`src/rtl/xbb_pkg.sv`:
```
package xbb_pkg;

   typedef enum logic [2:0] {
      ST_IDLE = 3'd0,
      ST_ARB  = 3'd1,
      ST_ADDR = 3'd2,
      ST_DATA = 3'd3,
      ST_DONE = 3'd4,
      ST_BERR = 3'd5
   } xbb_state_e;

   typedef struct packed {
      logic       legal;
      logic       size;
      logic [1:0] low;
   } xbb_lane_t;

endpackage

```
`src/rtl/xbb_lane_map.sv`:
```
module xbb_lane_map
   import xbb_pkg::*;
(
   input  logic [1:0] ds,
   input  logic       a01,
   input  logic       lword,
   output xbb_lane_t  lane
);
   // qualifier re-encoding
   always_comb begin
      lane = '0;
      unique case ({lword, ds})
         3'b010:  lane = '{legal: 1'b1, size: 1'b0, low: {a01, 1'b0}};
         3'b001:  lane = '{legal: 1'b1, size: 1'b0, low: {a01, 1'b1}};
         3'b011:  lane = '{legal: 1'b1, size: 1'b1, low: {a01, 1'b0}};
         3'b111:  lane = '{legal: !a01, size: 1'b1, low: 2'b11};
         default: lane = '0;
      endcase
   end
endmodule

```
`src/rtl/xbb_parity.sv`:
```
module xbb_parity #(
   parameter int W       = 32,
   parameter bit PAR_ODD = 1'b1
) (
   input  logic [W-1:0] word,
   output logic         par
);
   generate
      if (PAR_ODD) begin : g_odd
         assign par = ~^word;
      end else begin : g_even
         assign par = ^word;
      end
   endgenerate
endmodule

```
`src/rtl/xbb_seq.sv`:
```
module xbb_seq
   import xbb_pkg::*;
#(
   parameter int ADW = 32,
   parameter int DW  = 32
) (
   input  logic           clk,
   input  logic           rst_n,
   input  logic           start,
   input  logic           ds_any,
   input  xbb_lane_t      lane,
   input  logic           wr_in,
   input  logic [ADW-1:2] addr_hi,
   input  logic [DW-1:0]  wdata_in,
   input  logic           grant,
   input  logic           lreq,
   input  logic           ready,
   input  logic [DW-1:0]  rx_word,
   input  logic           rx_par_ok,
   output xbb_state_e     state,
   output logic [ADW-1:0] addr_q,
   output logic [DW-1:0]  wdata_q,
   output logic [DW-1:0]  rdata_q,
   output logic           size_q,
   output logic           wr_q,
   output logic           backoff
);
   assign backoff = (state == ST_ARB) && lreq;

   always_ff @(posedge clk or negedge rst_n) begin
      if (!rst_n) begin
         state   <= ST_IDLE;
         addr_q  <= '0;
         wdata_q <= '0;
         rdata_q <= '0;
         size_q  <= 1'b0;
         wr_q    <= 1'b0;
      end else begin
         unique case (state)
            ST_IDLE: begin
               if (start) begin
                  if (lane.legal) begin
                     addr_q  <= {addr_hi, lane.low};
                     size_q  <= lane.size;
                     wr_q    <= wr_in;
                     wdata_q <= wdata_in;
                     state   <= ST_ARB;
                  end else begin
                     state <= ST_BERR;
                  end
               end
            end
            ST_ARB: begin
               // a request for the local bus outranks a grant
               if (lreq)       state <= ST_BERR;
               else if (grant) state <= ST_ADDR;
            end
            ST_ADDR: state <= ST_DATA;
            ST_DATA: begin
               if (ready) begin
                  if (!wr_q) rdata_q <= rx_word;
                  state <= (wr_q || rx_par_ok) ? ST_DONE : ST_BERR;
               end
            end
            ST_DONE, ST_BERR: begin
               if (!ds_any) state <= ST_IDLE;
            end
            default: state <= ST_IDLE;
         endcase
      end
   end
endmodule

```
`src/rtl/xbb_bo_flag.sv`:
```
module xbb_bo_flag (
   input  logic clk,
   input  logic rst_n,
   input  logic set,
   input  logic clr,
   input  logic en,
   output logic irq
);
   logic flag_q;

   always_ff @(posedge clk or negedge rst_n) begin
      if (!rst_n) flag_q <= 1'b0;
      else        flag_q <= set | (flag_q & ~clr);
   end

   assign irq = flag_q & en;
endmodule

```
`src/rtl/xbus_bridge_ctl.sv`:
```
module xbus_bridge_ctl
   import xbb_pkg::*;
#(
   parameter int LANES   = 4,
   parameter bit PAR_ODD = 1'b1,
   localparam int DW     = 8 * LANES,
   localparam int ADW    = DW
) (
   input  logic           clk,
   input  logic           rst_n,
   input  logic           loc_as,
   input  logic [1:0]     loc_ds,
   input  logic           loc_lword,
   input  logic           loc_write,
   input  logic [ADW-1:1] loc_addr,
   input  logic [DW-1:0]  loc_wdata,
   output logic [DW-1:0]  loc_rdata,
   output logic           loc_ack,
   output logic           loc_berr,
   output logic           rb_req,
   input  logic           rb_grant,
   input  logic           rb_lreq,
   output logic           rb_addr_ph,
   output logic           rb_data_ph,
   output logic           rb_write,
   output logic           rb_size,
   output logic [ADW-1:0] rb_ad_out,
   output logic           rb_ad_oe,
   input  logic [ADW-1:0] rb_ad_in,
   output logic           rb_par_out,
   output logic           rb_par_oe,
   input  logic           rb_par_in,
   input  logic           rb_ready,
   input  logic           irq_en,
   input  logic           irq_clr,
   output logic           bo_irq
);
   generate
      if (LANES != 4) begin : g_bad_lanes
         $error("xbus_bridge_ctl: lane mapping is defined for four byte lanes");
      end
   endgenerate

   xbb_lane_t      lane;
   xbb_state_e     state;
   logic [ADW-1:0] addr_q;
   logic [DW-1:0]  wdata_q;
   logic [DW-1:0]  rdata_q;
   logic           size_q, wr_q, backoff;
   logic           ds_any, start;
   logic           tx_par, rx_par, drive;
   logic [ADW-1:0] tx_word;

   assign ds_any = |loc_ds;
   assign start  = loc_as & ds_any;

   xbb_lane_map u_map (
      .ds    (loc_ds),
      .a01   (loc_addr[1]),
      .lword (loc_lword),
      .lane  (lane)
   );

   xbb_seq #(.ADW(ADW), .DW(DW)) u_seq (
      .clk       (clk),
      .rst_n     (rst_n),
      .start     (start),
      .ds_any    (ds_any),
      .lane      (lane),
      .wr_in     (loc_write),
      .addr_hi   (loc_addr[ADW-1:2]),
      .wdata_in  (loc_wdata),
      .grant     (rb_grant),
      .lreq      (rb_lreq),
      .ready     (rb_ready),
      .rx_word   (rb_ad_in),
      .rx_par_ok (rx_par == rb_par_in),
      .state     (state),
      .addr_q    (addr_q),
      .wdata_q   (wdata_q),
      .rdata_q   (rdata_q),
      .size_q    (size_q),
      .wr_q      (wr_q),
      .backoff   (backoff)
   );

   assign drive   = (state == ST_ADDR) || ((state == ST_DATA) && wr_q);
   assign tx_word = (state == ST_ADDR) ? addr_q :
                    (drive ? wdata_q : '0);

   xbb_parity #(.W(ADW), .PAR_ODD(PAR_ODD)) u_tx_par (
      .word (tx_word),
      .par  (tx_par)
   );

   xbb_parity #(.W(ADW), .PAR_ODD(PAR_ODD)) u_rx_par (
      .word (rb_ad_in),
      .par  (rx_par)
   );

   xbb_bo_flag u_bo (
      .clk   (clk),
      .rst_n (rst_n),
      .set   (backoff),
      .clr   (irq_clr),
      .en    (irq_en),
      .irq   (bo_irq)
   );

   assign loc_rdata  = rdata_q;
   assign loc_ack    = (state == ST_DONE);
   assign loc_berr   = (state == ST_BERR);
   assign rb_req     = (state == ST_ARB) || (state == ST_ADDR) || (state == ST_DATA);
   assign rb_addr_ph = (state == ST_ADDR);
   assign rb_data_ph = (state == ST_DATA);
   assign rb_write   = wr_q;
   assign rb_size    = size_q;
   assign rb_ad_out  = tx_word;
   assign rb_ad_oe   = drive;
   assign rb_par_out = drive & tx_par;
   assign rb_par_oe  = drive;
endmodule

```
`config.mk`:
```
export PLATFORM = sky130hd
export DESIGN_NAME = xbus_bridge_ctl
export DESIGN_NICKNAME = d
export VERILOG_FILES = /design/src/rtl/xbb_pkg.sv /design/src/rtl/xbb_lane_map.sv /design/src/rtl/xbb_parity.sv /design/src/rtl/xbb_seq.sv /design/src/rtl/xbb_bo_flag.sv /design/src/rtl/xbus_bridge_ctl.sv
export SDC_FILE = /design/constraint.sdc
export NUM_CORES = 1
export LEC_CHECK = 0
export ABC_CLOCK_PERIOD_IN_PS = 2500
export BUFFER_PORTS_ARGS = -buffer_cell sky130_fd_sc_hd__buf_2
export CAP_MARGIN = 20
export CORE_ASPECT_RATIO = 1.25
export CORE_MARGIN = 2
export CORE_UTILIZATION = 51
export DETAILED_ROUTE_END_ITERATION = 12
export GPL_ROUTABILITY_DRIVEN = 1
export PLACE_DENSITY = 0.9
export SLEW_MARGIN = 20
export SYNTH_ARGS = -nofsm -noshare
export SYNTH_HDL_FRONTEND = slang
export SYNTH_SLANG_ARGS = --single-unit
```
`constraint.sdc`:
```
create_clock -name clk -period 2.5 [get_ports clk]
set_input_delay 0.125 -clock clk [delete_from_list [all_inputs] [get_ports clk]]
set_output_delay 0.125 -clock clk [all_outputs]
set_load 0.005 [all_outputs]
```
==> results.py <==
metrics = {
    "clock_network": {
        "clk_pin_slew_ps": 70,
        "insertion_delay_ps": 340,
        "cts_tree": "done",
        "cts-htree-levels": 3,
        "cts_sinks": 102,
        "cts-root-buf": "clkbuf_16",
        "clock_tree.buffer_depth": 2,
        "cts_inserted_buffers": 9,
    },
    "finish": {
        "fin_area_mm2": 0.00676,
        "post-route-util_pct": 66.9,
        "diodes": 0,
        "num-fill-cells": 741,
        "fin_cells": 785,
        "fin_nets": 761,
        "area_delta_synth_final_pct": 27.4,
        "final_layout_size_suffix_gt1_share_pct": 48.0,
    },
    "worst_hold_path": {
        "min_to": "u_seq.addr_q[26]",
        "holdCritPathClass": "in -> reg",
        "holdPathStages": 2,
        "hold_start": "loc_addr[26]",
    },
    "detailed_routing": {
        "ant_nets": 0,
        "wl_per_cell_um": 17.7,
        "drt-initial-drc-count": 187,
        "wirelength_um": 13900,
        "via_per_inst": 5.36,
        "vias": 4205,
        "drtPass1Iterations": 4,
        "route.detailed.drc": 0,
    },
    "grt": {
        "grt_pass1_vias": 4439,
        "grt_max_degree": 63,
        "grt_overflow": 0,
        "antenna_found_initial": 0,
        "groute.usage.overall_pct": 25.1,
        "grt_pass1_wl_um": 21600,
    },
    "synthesis": {
        "async_reset_ff_share_pct": 100,
        "ys_seq_elements": 102,
        "synthFlopType": "dfrtp_1",
        "synth_edf_count": 0,
        "ys_seq_area_share_pct": 48.1,
        "syn_nets": 578,
        "syn_inst": 470,
        "yosys_warnings": 0,
        "synth_area_mm2": 0.00531,
        "yosys.cell_types.count": 29,
        "avgSynthCellArea_um2": 11.3,
    },
    "placed_design": {
        "placed_area_mm2": 0.00634,
        "dp.cells": 761,
        "io_buffer_count": 182,
        "hpwlAfterDp_um": 10100,
        "gp_congestion": 0.811,
    },
    "outcome": {
        "outcome": "finished clean",
    },
    "power_and_ir_drop": {
        "power.density_mw_per_mm2": 1250,
        "power.leakage_nw": 3.18,
        "worst_ir_drop_vdd_mv": 0.575,
    },
    "timing": {
        "setup_tns_ps": 0,
        "period_needed_ps": 2450,
        "final-hold-violation-count": 0,
        "setup_viol": 0,
        "maxSlewHeadroom_pct": 46.4,
        "min_period_over_period_pct": 98.0,
        "worst_slew_pin_slew_ps": 803,
        "grt_setup_unrepaired": "yes",
        "max_freq_mhz": 408,
        "drv_slew": 0,
        "fin_skew_ps": 5.84,
        "whs_ps": 12.7,
    },
    "die": {
        "io_pins": 183,
        "die_w_um": 95.2,
        "dieArea_mm2": 0.0112,
        "initial_core_util_pct": 52.5,
        "placementRows": 41,
        "die_h_um": 118,
        "coreArea_mm2": 0.0101,
    },
    "worst_setup_path": {
        "cp_cell_sequence": "nand2b_4 -> or3_4 -> o22ai_1 -> xor2_1 -> xnor2_1 -> xnor2_1 -> and2_1 -> buf_2",
        "slowest_stage": "or3_4",
        "regToRegEndpoint": "u_seq.addr_q[11]",
        "crit_fanout": 8,
        "worstPathArrival_ps": 2330,
        "r2r-start": "u_seq.state[1]",
        "end_kind": "output pin",
        "crit_top_cell": "xnor2_1",
        "reg2reg_depth": 5,
        "cp.required_ps": 2380,
        "cp-start-kind": "register",
        "crit_path_max_incr_delay_ps": 460,
        "r2r_slack_ps": 310,
        "critPathKind": "reg -> out",
    },
    "job": {
        "cap_viol_max_count": 0,
    },
}
timing repair:
action                                  in CTS  in global routing
hold buffers                                 3                  5
endpoints found under the setup margin       1                  1
pin swaps                                    0                  3
gates resized for setup                      2                  8
hold endpoints to repair                    63                  5
setup buffers                                0                  2
worst max path at each step:
stage	startpoint	end	slack (ps)	depth (start not counted)
floorplan	u_seq.state[0]	u_seq.wdata_q[4]	470	6
global placement	u_seq.state[1]	rb_par_out	400	8
detailed placement	u_seq.state[1]	rb_par_out	290	8
CTS	u_seq.state[1]	rb_par_out	20	8
global route	u_seq.state[2]	rb_par_out	-80	8
finish	u_seq.state[2]	rb_par_out	50	8
through the flow:
step / setup slack [ps] / power, mW
floorplan: 472 / 5.71
global placement: 404 / 6.81
detailed placement: 294 / 6.98
CTS: 15.9 / 8.33
global route: -76.4 / 8.99
finish: 50.0 / 8.43
Yosys cell counts, types with 2 or more instances:
library cell | n | area share, %
inv_1 | 5 | 0.35
buf_2 | 12 | 1.1
buf_4 | 2 | 0.28
nand2b_1 | 3 | 0.35
o22ai_1 | 9 | 1.1
or3_1 | 3 | 0.35
nor2_1 | 6 | 0.42
mux2_2 | 94 | 20
xnor2_1 | 80 | 13
clkbuf_1 | 15 | 1.1
dfrtp_1 | 102 | 48
nand2_1 | 38 | 2.7
xor2_1 | 8 | 1.3
buf_6 | 2 | 0.42
a21oi_1 | 36 | 3.4
and2_1 | 3 | 0.35
nand3_1 | 35 | 3.3
o21ai_0 | 6 | 0.57
layout by cell type (no fill, tap or decap), drive strengths merged:
cell           n
a22oi          1
o21a           1
xor2           8
o221ai         1
and2b          1
nand3         35
or4            1
and2           3
or2b           1
clkinv         1
nor2           6
nand2b         3
xnor2         80
a21oi         36
o32a           1
buf          195
mux2          94
or3            3
o311ai         1
o21ai          6
dfrtp        102
dlygate4sd3    8
inv            6
nor2b          1
clkbuf        13
o22ai         10
nand2         38
sequential cells by signal, indices dropped and copies added (netlist names):
| name | count |
|---|---|
| u_seq.addr_q | 32 |
| u_seq.rdata_q | 32 |
| u_seq.wdata_q | 32 |
| u_seq.state | 3 |
| u_bo.flag_q | 1 |
| u_seq.size_q | 1 |
| u_seq.wr_q | 1 |
cells by family after synthesis:
group                     share of synthesized area, %
muxes                                             20.0
AOI/OAI and AO/OA                                 6.06
buffers and inverters                             3.33
and+or+nand+nor                                   8.02
DFF                                               48.1
xor gates and xnor gates                          14.5
routing by layer:
metal	vias to the layer above	part of all wire, %	global-route usage (%)
met5	-	0	0
met4	0	2.0	8.88
met3	17	9.0	9.60
met2	168	51	42.9
met1	2051	38	28.1
li1	1969	-	-
cell type report:
type                       count  area [µm²]  share of cell area, %
timing repair buffer         203        1120                   16.5
clock buffer                  13         270                   4.00
tap                          129         161                   2.39
clock inverter                 1        5.00                 0.0740
inverter                       6        22.5                  0.333
multi-input combinational    331        2630                   38.9
sequential                   102        2550                   37.8
power by group:
part | leakage, nW | internal (mW) | switching (mW) | total, mW
combinational | 1.78 | 2.08 | 1.92 | 4.00
clock | 0.138 | 0.745 | 0.576 | 1.32
sequential | 1.26 | 2.45 | 0.660 | 3.11
total | 3.18 | 5.27 | 3.16 | 8.43
critical path, delay by kind of cell (launching register included):
| family | cells | cell delay (ps) |
|---|---|---|
| XOR/XNOR | 3 | 540 |
| AO/OA/AOI/OAI | 1 | 180 |
| buffers and inverters | 1 | 110 |
| AND/OR/NAND/NOR | 3 | 760 |
| flip-flops | 1 | 390 |
No activity file was read; power rests on OpenSTA's default activity.
